===== config.mk =====
export PLATFORM = sky130hd
export DESIGN_NAME = mcc_top
export DESIGN_NICKNAME = d
export VERILOG_FILES = /design/src/rtl/mcc_pkg.sv /design/src/rtl/mcc_class_dec.sv /design/src/rtl/mcc_next_state.sv /design/src/rtl/mcc_out_dec.sv /design/src/rtl/mcc_top.sv
export SDC_FILE = /design/constraint.sdc
export NUM_CORES = 1
export LEC_CHECK = 0
export ABC_CLOCK_PERIOD_IN_PS = 1400
export CAP_MARGIN = 30
export CELL_PAD_IN_SITES_DETAIL_PLACEMENT = 0
export CELL_PAD_IN_SITES_GLOBAL_PLACEMENT = 1
export CORE_MARGIN = 4
export CORE_UTILIZATION = 21
export DETAILED_ROUTE_END_ITERATION = 8
export GPL_TIMING_DRIVEN = 0
export HOLD_SLACK_MARGIN = 0.06
export PLACE_DENSITY = 0.87
export SETUP_SLACK_MARGIN = 0.2
export SYNTH_ARGS = -nofsm -noshare
export SYNTH_HDL_FRONTEND = slang
export SYNTH_SLANG_ARGS = --single-unit
export TNS_END_PERCENT = 5

===== constraint.sdc =====
create_clock -name clk -period 1.4 [get_ports clk]
set_input_delay 0.28 -clock clk [delete_from_list [all_inputs] [get_ports clk]]
set_output_delay 0.28 -clock clk [all_outputs]
set_load 0.005 [all_outputs]

===== src/rtl/mcc_pkg.sv =====
package mcc_pkg;

    localparam int ST_W = 4;

    typedef enum logic [ST_W-1:0] {
        S_FETCH  = 4'd0,
        S_DECODE = 4'd1,
        S_ADDR   = 4'd2,
        S_LDMEM  = 4'd3,
        S_LDWB   = 4'd4,
        S_STMEM  = 4'd5,
        S_EXEC   = 4'd6,
        S_RWB    = 4'd7,
        S_BRANCH = 4'd8,
        S_JUMP   = 4'd9,
        S_BADOP  = 4'd10,
        S_OVF    = 4'd11
    } state_e;

    typedef enum logic [2:0] {
        C_RTYPE,
        C_LOAD,
        C_STORE,
        C_BEQ,
        C_JUMP,
        C_OTHER
    } iclass_e;

    localparam logic [1:0] BSEL_REG  = 2'b00;
    localparam logic [1:0] BSEL_FOUR = 2'b01;
    localparam logic [1:0] BSEL_IMM  = 2'b10;
    localparam logic [1:0] BSEL_SHF  = 2'b11;

    localparam logic [1:0] AMODE_ADD = 2'b00;
    localparam logic [1:0] AMODE_SUB = 2'b01;
    localparam logic [1:0] AMODE_FN  = 2'b10;

    localparam logic [1:0] PCS_ALU = 2'b00;
    localparam logic [1:0] PCS_OUT = 2'b01;
    localparam logic [1:0] PCS_JMP = 2'b10;
    localparam logic [1:0] PCS_EXC = 2'b11;

    typedef struct packed {
        logic       mem_addr_sel;
        logic       mem_rd;
        logic       mem_wr;
        logic       ir_load;
        logic       wb_from_mem;
        logic       dst_is_rd;
        logic       reg_wr;
        logic       alu_a_sel;
        logic [1:0] alu_b_sel;
        logic [1:0] alu_mode;
        logic       pc_load;
        logic       pc_load_if_zero;
        logic [1:0] pc_src;
        logic       epc_load;
        logic       cause_load;
        logic       cause_code;
    } ctl_t;

    typedef struct packed {
        state_e st;
    } seq_t;

endpackage


===== src/rtl/mcc_class_dec.sv =====
module mcc_class_dec
    import mcc_pkg::*;
#(
    parameter int             OP_W     = 6,
    parameter logic [OP_W-1:0] OP_RTYPE = 6'b000000,
    parameter logic [OP_W-1:0] OP_LOAD  = 6'b100011,
    parameter logic [OP_W-1:0] OP_STORE = 6'b101011,
    parameter logic [OP_W-1:0] OP_BEQ   = 6'b000100,
    parameter logic [OP_W-1:0] OP_JUMP  = 6'b000010
) (
    input  logic [OP_W-1:0] opcode,
    output iclass_e         iclass
);
    always_comb begin
        if (opcode == OP_RTYPE)      iclass = C_RTYPE;
        else if (opcode == OP_LOAD)  iclass = C_LOAD;
        else if (opcode == OP_STORE) iclass = C_STORE;
        else if (opcode == OP_BEQ)   iclass = C_BEQ;
        else if (opcode == OP_JUMP)  iclass = C_JUMP;
        else                         iclass = C_OTHER;
    end
endmodule


===== src/rtl/mcc_next_state.sv =====
module mcc_next_state
    import mcc_pkg::*;
(
    input  state_e  cur,
    input  iclass_e iclass,
    input  logic    overflow,
    output state_e  nxt
);
    always_comb begin
        nxt = S_FETCH;
        unique case (cur)
            S_FETCH:  nxt = S_DECODE;
            S_DECODE: begin
                unique case (iclass)
                    C_LOAD, C_STORE: nxt = S_ADDR;
                    C_RTYPE:         nxt = S_EXEC;
                    C_BEQ:           nxt = S_BRANCH;
                    C_JUMP:          nxt = S_JUMP;
                    default:         nxt = S_BADOP;
                endcase
            end
            S_ADDR:   nxt = (iclass == C_STORE) ? S_STMEM : S_LDMEM;
            S_LDMEM:  nxt = S_LDWB;
            S_EXEC:   nxt = S_RWB;
            S_RWB:    nxt = overflow ? S_OVF : S_FETCH;
            default:  nxt = S_FETCH;
        endcase
    end
endmodule


===== src/rtl/mcc_out_dec.sv =====
module mcc_out_dec
    import mcc_pkg::*;
(
    input  state_e cur,
    output ctl_t   ctl
);
    always_comb begin
        ctl = '0;
        unique case (cur)
            S_FETCH: begin
                ctl.mem_rd    = 1'b1;
                ctl.ir_load   = 1'b1;
                ctl.alu_b_sel = BSEL_FOUR;
                ctl.alu_mode  = AMODE_ADD;
                ctl.pc_load   = 1'b1;
                ctl.pc_src    = PCS_ALU;
            end
            S_DECODE: begin
                ctl.alu_b_sel = BSEL_SHF;
                ctl.alu_mode  = AMODE_ADD;
            end
            S_ADDR: begin
                ctl.alu_a_sel = 1'b1;
                ctl.alu_b_sel = BSEL_IMM;
                ctl.alu_mode  = AMODE_ADD;
            end
            S_LDMEM: begin
                ctl.mem_rd       = 1'b1;
                ctl.mem_addr_sel = 1'b1;
            end
            S_LDWB: begin
                ctl.reg_wr      = 1'b1;
                ctl.wb_from_mem = 1'b1;
            end
            S_STMEM: begin
                ctl.mem_wr       = 1'b1;
                ctl.mem_addr_sel = 1'b1;
            end
            S_EXEC: begin
                ctl.alu_a_sel = 1'b1;
                ctl.alu_b_sel = BSEL_REG;
                ctl.alu_mode  = AMODE_FN;
            end
            S_RWB: begin
                ctl.reg_wr    = 1'b1;
                ctl.dst_is_rd = 1'b1;
            end
            S_BRANCH: begin
                ctl.alu_a_sel       = 1'b1;
                ctl.alu_b_sel       = BSEL_REG;
                ctl.alu_mode        = AMODE_SUB;
                ctl.pc_load_if_zero = 1'b1;
                ctl.pc_src          = PCS_OUT;
            end
            S_JUMP: begin
                ctl.pc_load = 1'b1;
                ctl.pc_src  = PCS_JMP;
            end
            S_BADOP, S_OVF: begin
                ctl.alu_b_sel  = BSEL_FOUR;
                ctl.alu_mode   = AMODE_SUB;
                ctl.epc_load   = 1'b1;
                ctl.pc_load    = 1'b1;
                ctl.pc_src     = PCS_EXC;
                ctl.cause_load = 1'b1;
                ctl.cause_code = (cur == S_OVF);
            end
            default: ctl = '0;
        endcase
    end
endmodule


===== src/rtl/mcc_top.sv =====
module mcc_top
    import mcc_pkg::*;
#(
    parameter int             OP_W     = 6,
    parameter logic [OP_W-1:0] OP_RTYPE = 6'b000000,
    parameter logic [OP_W-1:0] OP_LOAD  = 6'b100011,
    parameter logic [OP_W-1:0] OP_STORE = 6'b101011,
    parameter logic [OP_W-1:0] OP_BEQ   = 6'b000100,
    parameter logic [OP_W-1:0] OP_JUMP  = 6'b000010
) (
    input  logic            clk,
    input  logic            rst,
    input  logic [OP_W-1:0] opcode,
    input  logic            overflow,
    output logic [3:0]      state_o,
    output logic            mem_addr_sel,
    output logic            mem_rd,
    output logic            mem_wr,
    output logic            ir_load,
    output logic            wb_from_mem,
    output logic            dst_is_rd,
    output logic            reg_wr,
    output logic            alu_a_sel,
    output logic [1:0]      alu_b_sel,
    output logic [1:0]      alu_mode,
    output logic            pc_load,
    output logic            pc_load_if_zero,
    output logic [1:0]      pc_src,
    output logic            epc_load,
    output logic            cause_load,
    output logic            cause_code
);
    iclass_e iclass;
    state_e  nxt;
    seq_t    seq_d, seq_q;
    ctl_t    ctl;

    mcc_class_dec #(
        .OP_W(OP_W), .OP_RTYPE(OP_RTYPE), .OP_LOAD(OP_LOAD),
        .OP_STORE(OP_STORE), .OP_BEQ(OP_BEQ), .OP_JUMP(OP_JUMP)
    ) u_dec (
        .opcode (opcode),
        .iclass (iclass)
    );

    mcc_next_state u_ns (
        .cur      (seq_q.st),
        .iclass   (iclass),
        .overflow (overflow),
        .nxt      (nxt)
    );

    mcc_out_dec u_out (
        .cur (seq_q.st),
        .ctl (ctl)
    );

    always_comb begin
        seq_d    = seq_q;
        seq_d.st = nxt;
    end

    always_ff @(posedge clk) begin
        if (rst) seq_q.st <= S_FETCH;
        else     seq_q    <= seq_d;
    end

    assign state_o         = seq_q.st;
    assign mem_addr_sel    = ctl.mem_addr_sel;
    assign mem_rd          = ctl.mem_rd;
    assign mem_wr          = ctl.mem_wr;
    assign ir_load         = ctl.ir_load;
    assign wb_from_mem     = ctl.wb_from_mem;
    assign dst_is_rd       = ctl.dst_is_rd;
    assign reg_wr          = ctl.reg_wr;
    assign alu_a_sel       = ctl.alu_a_sel;
    assign alu_b_sel       = ctl.alu_b_sel;
    assign alu_mode        = ctl.alu_mode;
    assign pc_load         = ctl.pc_load;
    assign pc_load_if_zero = ctl.pc_load_if_zero;
    assign pc_src          = ctl.pc_src;
    assign epc_load        = ctl.epc_load;
    assign cause_load      = ctl.cause_load;
    assign cause_code      = ctl.cause_code;
endmodule


==> results of run 1 <==
==> path summary, 6_finish.rpt <==
check,cells after the start,from,slack [ns],endpoint
min reg2reg,3,state_o[0],0.66,state_o[1]
max,5,state_o[3],-0.19,pc_load
min,3,state_o[0],0.66,state_o[1]
max reg2reg,7,state_o[3],-0.05,state_o[2]
==> Yosys cell counts <==
| library cell | number | share of area [%] |
|---|---|---|
| and3_1 | 1 | 1.4 |
| nor3_1 | 6 | 6.7 |
| buf_6 | 1 | 2.5 |
| a32o_1 | 1 | 2.2 |
| dfxtp_1 | 4 | 18 |
| nand2b_2 | 1 | 2.0 |
| nor2_1 | 11 | 9.3 |
| o21ai_1 | 1 | 1.1 |
| nand2_1 | 5 | 4.2 |
| mux2_2 | 1 | 2.5 |
| or2_2 | 1 | 1.4 |
| buf_2 | 1 | 1.1 |
| nor3_2 | 1 | 2.2 |
| nand2b_1 | 3 | 4.2 |
| a21boi_0 | 1 | 1.7 |
| nand3_1 | 3 | 3.4 |
| inv_1 | 2 | 1.7 |
| a41oi_1 | 1 | 2.0 |
| nor4_1 | 1 | 1.4 |
| xnor2_1 | 2 | 3.9 |
| a41o_2 | 1 | 2.5 |
| a21oi_1 | 4 | 4.5 |
| a2111oi_0 | 1 | 2.0 |
| nor3_4 | 1 | 3.7 |
| buf_4 | 3 | 5.1 |
| or2_4 | 1 | 2.0 |
| xor2_1 | 2 | 3.9 |
| o21ai_0 | 3 | 3.4 |
==> final cells by class <==
class                           count  area, sq um  share of cell area, %
Clock buffer                        3         22.5                   2.40
Timing Repair Buffer               40          319                   34.0
Buffer                              5         56.3                   6.01
Sequential cell                     4         87.6                   9.35
Inverter                            2         12.5                   1.34
Tap cell                           27         33.8                   3.60
Multi-Input combinational cell     53          405                   43.3
==> cell families (layout without fill, tap and decap cells) <==
| kind of cell | count (synthesis) | after routing | synth area share, % |
|---|---|---|---|
| DFF | 4 | 4 | 18.0 |
| and+or+nand+nor | 35 | 35 | 41.9 |
| muxes | 1 | 1 | 2.53 |
| AOI/OAI and AO/OA | 13 | 13 | 19.4 |
| xor gates and xnor gates | 4 | 4 | 7.87 |
| buffers and inverters | 7 | 50 | 10.4 |
==> through the flow <==
| step | power [mW] | TNS (ns) | instance area, sq um | util, % |
|---|---|---|---|---|
| floorplan | 0.356 | 0 | 464 | - |
| finish | 0.777 | -1.08 | 937 | 47.3 |
| global route | 0.841 | -2.36 | 937 | 47.3 |
| global placement | 0.567 | -4.17 | 808 | 40.8 |
| detailed placement | 0.573 | -4.35 | 808 | 40.8 |
| CTS | 0.779 | -1.24 | 917 | 46.3 |
==> power breakdown <==
part	internal, mW	leakage (nW)	switching, mW
Clock	0.0955	0.0138	0.0407
Sequential	0.132	0.0347	0.0157
Combinational	0.272	0.367	0.221
Total	0.500	0.416	0.278
==> worst min-delay path: cells and delay by family, from the launching register on <==
| family | cells | cell delay [ns] |
|---|---|---|
| DFF | 1 | 0.36 |
| buffers and inverters | 1 | 0.10 |
| AOI/OAI and AO/OA | 1 | 0.10 |
| and+or+nand+nor | 1 | 0.08 |
==> metal layers <==
layer	part of all wire, %	wire length (microns)
met1	37	543
met2	51	756
met3	12	170
met4	0	0
met5	0	0
==> what timing repair did <==
item	in CTS	in global routing
resized for setup	106	4
endpoints found under the setup margin	27	23
pin swaps	10	1
cloned	0	0
buffers inserted	9	0
hold buffers	0	0
==> impl_metrics.tcl, run 1 <==
set metrics [dict create \
    max_stage_delay_ns 0.31 \
    use_met1_pct 12.2 \
    hold_ws_ns 0.663 \
    finalWirelength_microns 1470 \
    fillCellCount 183 \
    top_usage_layer "met2" \
    die_h_microns 54.1 \
    min_period_ns 1.59 \
    fin_worst_skew_ns 0.00121 \
    area_growth_pct 110 \
    ant_nets 0 \
    antenna_found_initial 0 \
    routedWlPerCell_microns 11.0 \
    synthCells 64 \
    drv_cap 0 \
    dp.cells 122 \
    place_ws_ns -0.370 \
    via_per_inst 4.58 \
    drive_above_1_share_pct 57.9 \
    path_buf_inv 2 \
    netlist_area_sq_um 445 \
    final_common_cell "buf_2" \
    slew-limit-headroom_pct 71.6 \
    syn_nets 73 \
    arrival_ns 1.31 \
    clockRootBuffer "clkbuf_4" \
    violations "negative setup slack" \
    die_w_microns 54.1 \
    ys_types 28 \
    ys_warn_count 0 \
    layout.cells.non_filler 134 \
    grt_pass1_wl_microns 2540 \
    endpoint_kind "output port" \
    htreeDepth 1 \
    final_cell_mix "buf_2, nor2_1, buf_4, clkdlybuf4s50_1, buf_6" \
    design.core.area_sq_mm 0.00198 \
    path_delay_family "simple AND/OR/NAND/NOR gates" \
    dp.final_hpwl_microns 1130 \
    die_area_sq_mm 0.00292 \
    layout_setup_ws_ns -0.188 \
    globalRouteMet3Util_pct 1.94 \
    powerDensity_mw_per_mm2 829 \
    ys_ff_latch 4 \
    yosysSeqAreaShare_pct 18.0 \
    cp_slowest_cell "dfxtp_2" \
    hold_class "register to register" \
    largest_reg_flops 4 \
    firstDrtPassIters 4 \
    start_util_pct 22.5 \
    grt_max_degree 11 \
    grt.total_usage_pct 11.3 \
    clk_path_buf_depth 2 \
    power_leakage_nw 0.416 \
    clk_latency_ns 0.23 \
    antenna_cells 0 \
    cts_tree "built" \
    grt_remaining_overflow 0 \
    place.gp.congestion 0.716 \
    rsz0062_at_grt "yes" \
    numPortBuffers 31 \
    drc_errors 0 \
    path_cells "buf_6 > or2_4 > nor3_4 > or2_4 > buf_6" \
    cts_made_buffers 3 \
    worst_pin_slew_ns 0.415 \
    cp_max_fo 5 \
    avgSynthCellArea_sq_um 6.96 \
    outcome "complete, but fails checks" \
    ir_worst_vdd_mv 0.362 \
    clk_pin_slew_ns 0.04 \
    met2_usage_pct 21.8 \
    drv_slew 0 \
    max_freq_ghz 0.630 \
    vias 614 \
    path_class "register to output port" \
    grt_pass1_vias 603 \
    hold_viol_final 0 \
    cp.required_ns 1.12 \
    finalSetupViolCount 14 \
    ios 32 \
    drt_iter0_drc 10 \
    rows 16 \
    post-route-period-util_pct 113 \
    clkSinkCount 4 \
    cp-start-kind "register" \
    fin_nets 118 \
]
No activity file was read; power rests on OpenSTA's default activity.
==> inputs of run 2 (changes only) <==
GPL_TIMING_DRIVEN = default   (was 0)
==> run 2 against run 1 <==
Net effect: the run still ends with negative setup slack left; final cell count rose by 9.0%; worst hold slack better by 0.026 ns; critical path depth decreased by 1; first-iteration DRC count increased by 10%; critical path type unchanged; clock-buffer cell count unchanged; fmax rose by 6.9%.
==> impl_metrics.tcl, run 2 (synthesized netlist as in run 1, its figures left out) <==
set metrics [dict create \
    dp.cells 141 \
    place.gp.congestion 0.873 \
    cp-start-kind "register" \
    drive_above_1_share_pct 68.1 \
    slew-limit-headroom_pct 70.7 \
    cp.required_ns 1.12 \
    worst_pin_slew_ns 0.428 \
    firstDrtPassIters 4 \
    rsz0062_at_grt "yes" \
    die_w_microns 54.1 \
    antenna_cells 0 \
    antenna_found_initial 0 \
    endpoint_kind "output port" \
    ir_worst_vdd_mv 0.307 \
    min_period_ns 1.49 \
    hold_ws_ns 0.689 \
    clk_latency_ns 0.24 \
    final_common_cell "buf_4" \
    hold_class "register to register" \
    power_leakage_nw 0.470 \
    ios 32 \
    dp.final_hpwl_microns 1410 \
    ant_nets 0 \
    finalWirelength_microns 1830 \
    max_freq_ghz 0.673 \
    start_util_pct 22.5 \
    clkSinkCount 4 \
    grt_max_degree 7 \
    design.core.area_sq_mm 0.00198 \
    layout.cells.non_filler 146 \
    final_cell_mix "buf_4, buf_2, clkdlybuf4s50_1, buf_6, nor2_2" \
    clk_path_buf_depth 2 \
    fin_worst_skew_ns 0.00716 \
    fin_nets 130 \
    cts_tree "built" \
    place_ws_ns -0.266 \
    clockRootBuffer "clkbuf_4" \
    powerDensity_mw_per_mm2 845 \
    layout_setup_ws_ns -0.0861 \
    grt_pass1_vias 681 \
    rrSetupSlack_ns 0.05 \
    multi_input_area_sq_um 414 \
    numPortBuffers 31 \
    hold_viol_final 0 \
    hold_buffers 0 \
    grt.total_usage_pct 13.1 \
    arrival_ns 1.21 \
    cts_made_buffers 3 \
    drc_errors 0 \
    grt_remaining_overflow 0 \
    vias 669 \
    fillCellCount 184 \
    largest_reg_flops 4 \
    violations "negative setup slack" \
    die_area_sq_mm 0.00292 \
    drv_slew 0 \
    drt_iter0_drc 11 \
    die_h_microns 54.1 \
    regArea_sq_um 92.6 \
    grt_pass1_wl_microns 2760 \
    htreeDepth 1 \
    post-route-period-util_pct 106 \
    clk_pin_slew_ns 0.04 \
    cp_max_fo 4 \
    path_class "register to output port" \
    rows 16 \
    area_growth_pct 128 \
    outcome "complete, but fails checks" \
    routedWlPerCell_microns 12.5 \
    finalSetupViolCount 7 \
    via_per_inst 4.58 \
    drv_cap 0 \
]
[run 2: where the power goes]
group / leakage, nW / internal, mW / switching (mW)
Sequential: 0.0353 / 0.131 / 0.0235
Clock: 0.0138 / 0.0961 / 0.0512
Combinational: 0.421 / 0.314 / 0.242
Total: 0.470 / 0.542 / 0.317
[run 2: final timing paths]
path / from / end / cells past startpoint
min: state_o[0] / state_o[3] / 2
max reg2reg: state_o[2] / state_o[2] / 6
max: state_o[2] / alu_b_sel[1] / 4
min reg2reg: state_o[0] / state_o[3] / 2
[run 2: area by class of cell]
cell class	count	share of cell area [%]
clock buffer	3	2.22
multi-input combinational	53	40.8
inverter	2	0.985
sequential	4	9.11
tap	27	3.33
timing repair buffer	57	43.6
[run 2: worst max-delay path, cell delays in order, from the launching register on]
cell and delay (ns):
dfxtp_4 0.34, or2_4 0.27, buf_6 0.13, a21oi_2 0.10, buf_2 0.12
[run 2: stage by stage]
stage          total power, mW  util (%)  area, sq um  setup TNS, ns
6_report                 0.859      51.3         1020         -0.328
3_5_place_dp             0.666      47.9          950          -3.61
2_1_floorplan            0.356         -          464              0
4_1_cts                  0.822      49.4          980         -0.644
5_1_grt                  0.913      51.3         1020         -0.812
3_3_place_gp             0.659      47.9          950          -3.11
[run 2: what timing repair did]
| action | CTS | global route |
|---|---|---|
| setup buffers | 2 | 0 |
| pin swaps | 10 | 9 |
| endpoints found under the setup margin | 27 | 27 |
| resized for setup | 100 | 22 |
[run 2: metal layers]
layer | GRT usage [%] | up-vias | wire length (microns)
li1 | - | 335 | -
met1 | 12.1 | 302 | 662
met2 | 26.8 | 29 | 954
met3 | 0.831 | 3 | 182
met4 | 8.71 | 0 | 27
met5 | 0 | - | 0
